**src/rtl/crc_tx_pkg.sv**
```systemverilog
// Package: shared state encoding for the CRC frame transmitter.
// Assumes: one controller instance per transmitter.
package crc_tx_pkg;

    typedef enum logic [2:0] {
        ST_PREAMBLE = 3'd0,
        ST_WAIT     = 3'd1,
        ST_DIVIDE   = 3'd2,
        ST_SEND     = 3'd3,
        ST_DONE     = 3'd4
    } tx_state_e;

endpackage

```
**src/rtl/crc_tx_ctrl.sv**
```systemverilog
// Module: crc_tx_ctrl
// Sequencing FSM. It runs the idle preamble, waits for a load, holds
// through the division window and the frame, then gives the done cycle.
// Assumes: settled and finished come from the divider and framer, and
// each lasts no longer than its phase.
module crc_tx_ctrl
    import crc_tx_pkg::*;
#(
    parameter int PRE_LEN = 11
) (
    input  logic clk,
    input  logic rst_n,
    input  logic bit_en,
    input  logic load,
    input  logic settled,
    input  logic finished,
    output logic accept,
    output logic dividing,
    output logic load_frame,
    output logic sending,
    output logic busy,
    output logic done
);

    localparam int PCNT_W = (PRE_LEN > 1) ? $clog2(PRE_LEN) : 1;
    localparam logic [PCNT_W-1:0] PRE_LAST = PCNT_W'(PRE_LEN - 1);

    tx_state_e         state_q, state_d;
    logic [PCNT_W-1:0] pcnt_q;
    logic              pre_last;

    assign pre_last = (pcnt_q == PRE_LAST);

    // Next-state selection.
    always_comb begin
        state_d = state_q;
        case (state_q)
            ST_PREAMBLE: if (bit_en && pre_last) state_d = ST_WAIT;
            ST_WAIT:     if (load)               state_d = ST_DIVIDE;
            ST_DIVIDE:   if (settled)            state_d = ST_SEND;
            ST_SEND:     if (finished)           state_d = ST_DONE;
            ST_DONE:                             state_d = ST_WAIT;
            default:                             state_d = ST_PREAMBLE;
        endcase
    end

    // State register.
    always_ff @(posedge clk) begin
        if (!rst_n) state_q <= ST_PREAMBLE;
        else        state_q <= state_d;
    end

    // Preamble counter: counts the enabled idle bit periods.
    always_ff @(posedge clk) begin
        if (!rst_n)
            pcnt_q <= '0;
        else if (state_q == ST_PREAMBLE && bit_en && !pre_last)
            pcnt_q <= pcnt_q + 1'b1;
    end

    assign accept     = (state_q == ST_WAIT) && load;
    assign dividing   = (state_q == ST_DIVIDE);
    assign load_frame = dividing && settled;
    assign sending    = (state_q == ST_SEND);
    assign busy       = (state_q != ST_WAIT);
    assign done       = (state_q == ST_DONE);

endmodule

```
**src/rtl/crc_tx_divider.sv**
```systemverilog
// Module: crc_tx_divider
// Bit-serial CRC divider. The message is fed MSB first into a feedback
// shift register that needs no appended zeros. The settle counter flags
// the remainder as final once MSG_W+1 clocks have passed since start.
// Assumes: run stays high until settled is seen; start and run are never
// high together.
module crc_tx_divider #(
    parameter int MSG_W = 7,
    parameter int CRC_W = 3,
    parameter logic [CRC_W-1:0] POLY = 3'b011
) (
    input  logic             clk,
    input  logic             rst_n,
    input  logic             start,
    input  logic             run,
    input  logic [MSG_W-1:0] data_in,
    output logic [MSG_W-1:0] data_q,
    output logic [CRC_W-1:0] crc_q,
    output logic             settled
);

    localparam int CNT_W = $clog2(MSG_W + 1);
    localparam logic [CNT_W-1:0] LAST = CNT_W'(MSG_W);

    logic [MSG_W-1:0] msg_q;
    logic [CNT_W-1:0] cnt_q;
    logic [CRC_W-1:0] crc_d;
    logic             fb;

    // One division step: feedback = remainder MSB xor next message bit.
    always_comb begin
        fb    = crc_q[CRC_W-1] ^ msg_q[MSG_W-1];
        crc_d = {crc_q[CRC_W-2:0], 1'b0} ^ (fb ? POLY : '0);
    end

    // Message capture, remainder update and settle count.
    always_ff @(posedge clk) begin
        if (!rst_n) begin
            msg_q  <= '0;
            data_q <= '0;
            crc_q  <= '0;
            cnt_q  <= '0;
        end else if (start) begin
            msg_q  <= data_in;
            data_q <= data_in;
            crc_q  <= '0;
            cnt_q  <= '0;
        end else if (run && cnt_q != LAST) begin
            crc_q  <= crc_d;
            msg_q  <= {msg_q[MSG_W-2:0], 1'b0};
            cnt_q  <= cnt_q + 1'b1;
        end
    end

    assign settled = run && (cnt_q == LAST);

endmodule

```
**src/rtl/crc_tx_framer.sv**
```systemverilog
// Module: crc_tx_framer
// Frame builder and line shifter. It assembles start, data, CRC, even
// parity and stop bits, then releases one bit per enabled cycle.
// Assumes: load_frame and active are never high together.
module crc_tx_framer #(
    parameter int MSG_W = 7,
    parameter int CRC_W = 3
) (
    input  logic             clk,
    input  logic             rst_n,
    input  logic             load_frame,
    input  logic             active,
    input  logic             bit_en,
    input  logic [MSG_W-1:0] data_q,
    input  logic [CRC_W-1:0] crc_q,
    output logic             tx,
    output logic             finished
);

    localparam int FRAME_W = MSG_W + CRC_W + 3;
    localparam int SENT_W  = $clog2(FRAME_W + 1);
    localparam logic [SENT_W-1:0] LAST = SENT_W'(FRAME_W);

    logic [FRAME_W-1:0] fr_q;
    logic [SENT_W-1:0]  sent_q;
    logic               parity;

    assign parity = ^{data_q, crc_q};

    // Frame load and bit shifting onto the line.
    always_ff @(posedge clk) begin
        if (!rst_n) begin
            fr_q   <= '0;
            sent_q <= '0;
            tx     <= 1'b1;
        end else if (load_frame) begin
            fr_q   <= {1'b0, data_q, crc_q, parity, 1'b1};
            sent_q <= '0;
        end else if (active && bit_en && sent_q != LAST) begin
            tx     <= fr_q[FRAME_W-1];
            fr_q   <= {fr_q[FRAME_W-2:0], 1'b1};
            sent_q <= sent_q + 1'b1;
        end
    end

    assign finished = active && bit_en && (sent_q == LAST);

endmodule

```
**src/rtl/crc_frame_tx.sv**
```systemverilog
// Module: crc_frame_tx (top)
// Serial transmitter for CRC-protected frames with a power-up preamble.
// Assumes: bit_en is a single-cycle pulse train at the line rate.
module crc_frame_tx #(
    parameter int MSG_W   = 7,
    parameter int CRC_W   = 3,
    parameter logic [CRC_W-1:0] POLY = 3'b011,
    parameter int PRE_LEN = 11
) (
    input  logic             clk,
    input  logic             rst_n,
    input  logic             bit_en,
    input  logic [MSG_W-1:0] data_in,
    input  logic             load,
    output logic             busy,
    output logic             done,
    output logic             tx
);

    logic             accept, dividing, load_frame, sending;
    logic             settled, finished;
    logic [MSG_W-1:0] data_q;
    logic [CRC_W-1:0] crc_q;

    crc_tx_ctrl #(.PRE_LEN(PRE_LEN)) u_ctrl (
        .clk(clk), .rst_n(rst_n), .bit_en(bit_en), .load(load),
        .settled(settled), .finished(finished), .accept(accept),
        .dividing(dividing), .load_frame(load_frame), .sending(sending),
        .busy(busy), .done(done)
    );

    crc_tx_divider #(.MSG_W(MSG_W), .CRC_W(CRC_W), .POLY(POLY)) u_div (
        .clk(clk), .rst_n(rst_n), .start(accept), .run(dividing),
        .data_in(data_in), .data_q(data_q), .crc_q(crc_q), .settled(settled)
    );

    crc_tx_framer #(.MSG_W(MSG_W), .CRC_W(CRC_W)) u_frm (
        .clk(clk), .rst_n(rst_n), .load_frame(load_frame), .active(sending),
        .bit_en(bit_en), .data_q(data_q), .crc_q(crc_q), .tx(tx),
        .finished(finished)
    );

endmodule

```
**config.mk**
```make
export PLATFORM = sky130hd
export DESIGN_NAME = crc_frame_tx
export DESIGN_NICKNAME = d
export VERILOG_FILES = /design/src/rtl/crc_tx_pkg.sv /design/src/rtl/crc_tx_ctrl.sv /design/src/rtl/crc_tx_divider.sv /design/src/rtl/crc_tx_framer.sv /design/src/rtl/crc_frame_tx.sv
export SDC_FILE = /design/constraint.sdc
export NUM_CORES = 1
export LEC_CHECK = 0
export BUFFER_PORTS_ARGS = -buffer_cell sky130_fd_sc_hd__clkbuf_2
export CAP_MARGIN = 10
export CORE_ASPECT_RATIO = 1.25
export CORE_MARGIN = 2
export CORE_UTILIZATION = 30
export DETAILED_ROUTE_END_ITERATION = 6
export PLACE_DENSITY = 0.52
export SYNTH_ARGS = -nofsm -noshare
export SYNTH_HDL_FRONTEND = slang
export SYNTH_HIERARCHICAL = 1
export SYNTH_SLANG_ARGS = --single-unit
```
**constraint.sdc**
```tcl
create_clock -name clk -period 2.3 [get_ports clk]
set_clock_uncertainty 0.05 [all_clocks]
set_input_delay 0.46 -clock clk [delete_from_list [all_inputs] [get_ports clk]]
set_output_delay 0.46 -clock clk [all_outputs]
set_load 0.05 [all_outputs]
```
======== After elaboration in Yosys (flattened, before gate mapping) ========
Cells that the tools add are included.
operators by class
  add/sub/neg operators ................... 3
  eq/ne operators ......................... 14
  multiplexer cells ....................... 10
  bitwise operators ....................... 4
  reduce and logical (&&, ||, !) cells .... 19
operators with widths
  kind                                                                   count
  12-bit two-way mux                                                     2
  3-bit case mux with 5 select lines                                     1
  7-bit two-way mux                                                      2
  3-bit two-way mux                                                      4
  1-bit logical AND                                                      10
  10-bit XOR reduction                                                   1
  4-bit by 1-bit adder with 4-bit output, second input constant          2
  4-bit equality test, second input constant                             2
  3-bit by 2-bit equality test with 1-bit output, second input constant  2
  3-bit equality test, second input constant                             2
  2-bit by 1-bit != test with 1-bit output, second input constant        2
  2-bit != test, second input constant                                   2
  4-bit != test, second input constant                                   1
  4-bit AND reduction                                                    1
  2-bit nonzero test                                                     2
  2-bit OR reduction                                                     2
  3-bit by 1-bit adder with 3-bit output, second input constant          1
  3-bit by 1-bit equality test with 1-bit output, second input constant  1
  3-bit zero test                                                        1
  3-bit by 1-bit != test with 1-bit output, second input constant        1
  3-bit != test, second input constant                                   1
  3-bit XOR                                                              1
  2-bit two-way mux                                                      1
  1-bit NOT                                                              2
  3 further kinds                                                        3
storage, ports and cells
  register bits after elaboration ......... 45
  output and inout bits ................... 3
  logic and storage cells ................. 60

======== Depth between registers and ports, before layout ========
  word-level depth ........................ 5
  gate-level depth with buffers ........... 8
  depth with buffers taken out ............ 7

======== Cells and area by module ========
The synthesis kept the hierarchy.
modules (own cells, without submodules)
  module          instances  cells an instance  area an instance (sq um)  sequential area each (sq um)
  crc_tx_framer   1          95                 878.3                     360.3
  crc_tx_divider  1          92                 833.3                     400.4
  crc_tx_ctrl     1          48                 430.4                     140.1

======== Worst setup path after synthesis ========
No wires, ideal clock.
  path kind ............................... register -> output
  start ................................... register u_ctrl.state_q[1]
  end ..................................... output done
  arrival time ............................ 1637 ps
  required time ........................... 1790 ps
  path slack .............................. 153 ps
  cell stages (with the launch flop) ...... 3
  buffers on the path ..................... 1
  cells stage by stage .................... dfxtp_1 buf_2 nor3b_1
on the way
  longest elaborated chain between the ends .. 1
ends and longest elaborated chain
  what                      line                source
  start: declaration        crc_tx_ctrl.sv:28   tx_state_e state_q, state_d;
  start signal: assignment  crc_tx_ctrl.sv:50   else state_q <= state_d;
  3-bit equality test       crc_tx_ctrl.sv:66   assign done = (state_q == ST_DONE);
  end: declaration          crc_frame_tx.sv:16  output logic done,
No other way between the ends.

======== Final worst setup path ========
  start ................................... register u_ctrl.state_q[0]
  end ..................................... output busy
on the way
  longest elaborated chain between the ends .. 1
ends and longest elaborated chain
  what                                      line                source
  3-bit by 1-bit != test with 1-bit output  crc_tx_ctrl.sv:65   assign busy = (state_q != ST_WAIT);
  end: declaration                          crc_frame_tx.sv:15  output logic busy,
No other way between the ends.

==> impl_metrics.yaml <==
outcome:
  status: "finished, final reports clean"
sta:
  period_minus_slack_ns: 2.021
  grt_setup_unrepaired: "false"
  layout_worst_path_cycle_share: 0.8788
  holdWs_ns: 0.3822
  tightest_slew_ns: 0.4948
  setup_total_negative_slack_ns: 0
  count_of_endpoints_failing_hold_in_the_final_timing_report: 0
  maxClockFrequency_ghz: 0.4948
  maxSlewHeadroom: 0.6701
  final_max_slew_viol_count: 0
  setup_viol_count_final: 0
final_layout:
  antenna_cells_inserted: 0
  nets: 263
  final_util: 0.3399
  finish.instance_area_mm2: 0.002357
  final_layout_size_suffix_gt1_frac: 0.1260
  flow.area_growth_from_synthesis_pct: 10.05
cts:
  ctsRootBufferMaster: "sky130_fd_sc_hd__clkbuf_8"
  numCtsBuffers: 5
  cts.sink_count: 45
  tritoncts: "yes"
  ctsHoldBuffers: 0
  cts_max_path_buffers: 2
  postCtsSetupBuffers: 0
  source_to_sink_clock_delay_at_the_later_pin_of_the_worst_skew_pair_ns: 0.29
  cts-htree-levels: 2
  post_cts_resized: 0
  clkTransAtPathRegs_ns: 0.08
yosys:
  yosys_warnings: 6
  synth_fp_nets: 252
  ys_seq_elements: 45
  synth_enable_flop_cells: 0
  netlist_instances: 235
  ys_dominant_reg_cell: "sky130_fd_sc_hd__dfxtp_1"
  fraction_of_the_yosys_area_taken_by_sequential_cells: 0.4206
  number_of_distinct_library_cells_after_synthesis: 41
  postSynthAreaPerCell_um2: 9.115
  synth.cell_area_mm2: 0.002142
  postSynth.asyncResetShare: 0
drt:
  routed_wire_length_per_instance_um: 11.69
  drt_wl_total_um: 3927
  residual_drc: 0
  detailroute.via_count: 1549
  drt-vias-per-instance: 4.610
  drtAntennaViolNets: 0
  drt_pass1_iterations: 4
  drtIter0Drc: 57
setup_path:
  crit_fanout: 7
  ff2ff_path_depth: 6
  critical-path-slowest-cell: "sky130_fd_sc_hd__dfxtp_1"
  worstSetupPathType: "reg -> out"
  largest_stage_delay_on_the_critical_path_ns: 0.48
  setup.reg_to_reg.worst_slack_ns: 0.30
  r2r-end: "u_frm/fr_q[1]"
  arrival_time_of_data_at_the_critical_path_endpoint_ns: 1.51
  crit_required_ns: 1.79
  kind_of_capture_point_of_the_worst_setup_path: "primary output"
  critical_path.cell_chain: "inv_1 -> or3_1 -> clkbuf_2"
  timing.rr.start: "u_ctrl/state_q[0]"
  worstSetupStartpointType: "flop"
hold_path:
  min_path_cells: 3
  hold_path.startpoint: "data_in[0]"
  hold_class: "in -> reg"
  worst_hold_path.endpoint: "u_div/data_q[0]"
global_routing:
  grt_pass1_wl_um: 6913
  grt-ovfl-total: 0
  grt_antenna_before_repair: 0
  grt.total_usage: 0.1093
  grt_start_max_net_pins: 29
  grt_pass1_vias: 1554
placed_design:
  place.detailed.hpwl_um: 2877
  routabilityCongestion: 0.7077
  io_buffers: 13
  placedInstanceArea_mm2: 0.002271
power_and_ir_drop:
  power.density_mw_per_mm2: 560.0
  peakVddDrop_uv: 373.4
  static-leakage-power_nw: 0.9563
floorplanning:
  num_rows: 34
  die_area_mm2: 0.007837
  core-area_mm2: 0.006934
  die_outline_width_um: 79.58
  die_height_um: 98.48
  floorplan.initialDensity: 0.3089
  boundaryPins: 14
run:
  timing.max_cap.violations: 0
metrics by stage:
step	total power, W	setup WS, ns	cells
after floorplan	0.0008333	0.1526	235
after global placement	0.0008536	0.3514	329
after detailed placement	0.0008536	0.3334	329
after CTS	0.001352	0.2548	336
after global routing	0.001385	0.07815	336
final	0.001320	0.2788	336
final cells by class:
cell class / count / area (um^2)
inverters: 7 / 26.28
clock buffers: 7 / 86.33
fillers: 754 / 4577
multi-input cells: 170 / 1136
well taps: 90 / 112.6
flip-flops and latches: 45 / 900.9
repair buffers: 17 / 95.09
logic make-up after synthesis:
| logic type | Yosys count | synth area share |
|---|---|---|
| simple gates | 80 | 0.2044 |
| compound gates | 52 | 0.1390 |
| flops | 45 | 0.4206 |
| buf+inv | 20 | 0.04906 |
| mux | 19 | 0.08878 |
| xor+xnor | 13 | 0.06309 |
| fa+ha+maj | 6 | 0.03505 |
synthesized netlist by cell type (all sizes together), types with 2 or more instances:
| cell | instances | area [um^2] |
|---|---|---|
| o21ai | 19 | 95.09 |
| a31oi | 8 | 50.05 |
| nor3b | 3 | 22.52 |
| and3 | 4 | 25.02 |
| inv | 7 | 26.27 |
| nand3b | 2 | 27.53 |
| mux2i | 19 | 190.2 |
| buf | 8 | 60.05 |
| a211oi | 4 | 35.03 |
| xnor2 | 9 | 86.34 |
| xor2 | 3 | 26.28 |
| or3 | 2 | 12.51 |
| clkbuf | 5 | 18.77 |
| nor2b | 6 | 37.54 |
| and2 | 5 | 31.28 |
| nor2 | 10 | 37.54 |
| a21oi | 17 | 85.08 |
| dfxtp | 45 | 900.9 |
| ha | 6 | 75.07 |
| nand2 | 33 | 126.4 |
| nand2b | 2 | 20.02 |
| a21boi | 2 | 15.01 |
| nand4 | 2 | 12.51 |
| nand3 | 6 | 30.03 |
placed cells by master (no fill, tap or decap), types with 2 or more instances in the layout:
| cell type | Yosys | layout |
|---|---|---|
| sky130_fd_sc_hd__and2_1 | 5 | 5 |
| sky130_fd_sc_hd__a21boi_0 | 2 | 2 |
| sky130_fd_sc_hd__nor2b_1 | 6 | 6 |
| sky130_fd_sc_hd__nor3b_1 | 3 | 3 |
| sky130_fd_sc_hd__mux2i_1 | 19 | 19 |
| sky130_fd_sc_hd__or3_1 | 2 | 2 |
| sky130_fd_sc_hd__clkbuf_8 | 0 | 6 |
| sky130_fd_sc_hd__xnor2_1 | 8 | 8 |
| sky130_fd_sc_hd__buf_4 | 3 | 4 |
| sky130_fd_sc_hd__ha_1 | 6 | 6 |
| sky130_fd_sc_hd__nor2_1 | 10 | 10 |
| sky130_fd_sc_hd__nand2_1 | 32 | 32 |
| sky130_fd_sc_hd__a31oi_1 | 8 | 8 |
| sky130_fd_sc_hd__nand4_1 | 2 | 2 |
| sky130_fd_sc_hd__inv_1 | 6 | 6 |
| sky130_fd_sc_hd__xor2_1 | 3 | 3 |
| sky130_fd_sc_hd__nand3_1 | 6 | 6 |
| sky130_fd_sc_hd__dfxtp_1 | 45 | 45 |
| sky130_fd_sc_hd__clkbuf_2 | 0 | 13 |
| sky130_fd_sc_hd__a211oi_1 | 3 | 3 |
| sky130_fd_sc_hd__and3_1 | 4 | 4 |
| sky130_fd_sc_hd__a21oi_1 | 17 | 17 |
| sky130_fd_sc_hd__o21ai_0 | 18 | 18 |
critical path: cells and delay by family (launching register included):
family | cells | cell delay (ns)
buffers and inverters | 2 | 0.36
and+or+nand+nor | 1 | 0.38
DFF | 1 | 0.48
registers in the layout, summed over array words and instances (netlist names):
name	count
u_div/crc_q	3
u_ctrl/state_q	3
u_div/msg_q	7
u_ctrl/pcnt_q	4
u_div/cnt_q	3
u_frm/sent_q	4
u_frm/tx	1
u_div/data_q	7
u_frm/fr_q	13
routing by layer:
| metal | share of wire | wire (um) | GRT usage | vias to the layer above |
|---|---|---|---|---|
| met3 | 0.028 | 111 | 0.02656 | 5 |
| met1 | 0.49 | 1910 | 0.1336 | 704 |
| met5 | 0 | 0 | 0 | - |
| met2 | 0.47 | 1842 | 0.1849 | 15 |
| li1 | - | - | - | 825 |
| met4 | 0.016 | 63 | 0.03979 | 0 |
power by group:
| group | internal [W] | switching [W] |
|---|---|---|
| logic | 0.0000216 | 0.0000276 |
| clock network | 0.000239 | 0.000247 |
| registers | 0.000782 | 0.00000360 |
| total | 0.00104 | 0.000278 |
worst max-delay path by stage:
stage,end,from,slack [ns]
2_1_floorplan,done,u_ctrl/state_q[1],0.15
3_3_place_gp,u_frm/fr_q[1],u_ctrl/state_q[0],0.35
3_5_place_dp,u_frm/fr_q[1],u_ctrl/state_q[0],0.33
4_1_cts,busy,u_ctrl/state_q[0],0.25
5_1_grt,u_frm/fr_q[1],u_ctrl/state_q[0],0.08
6_report,busy,u_ctrl/state_q[0],0.28
(Power assumes the default switching activity.)
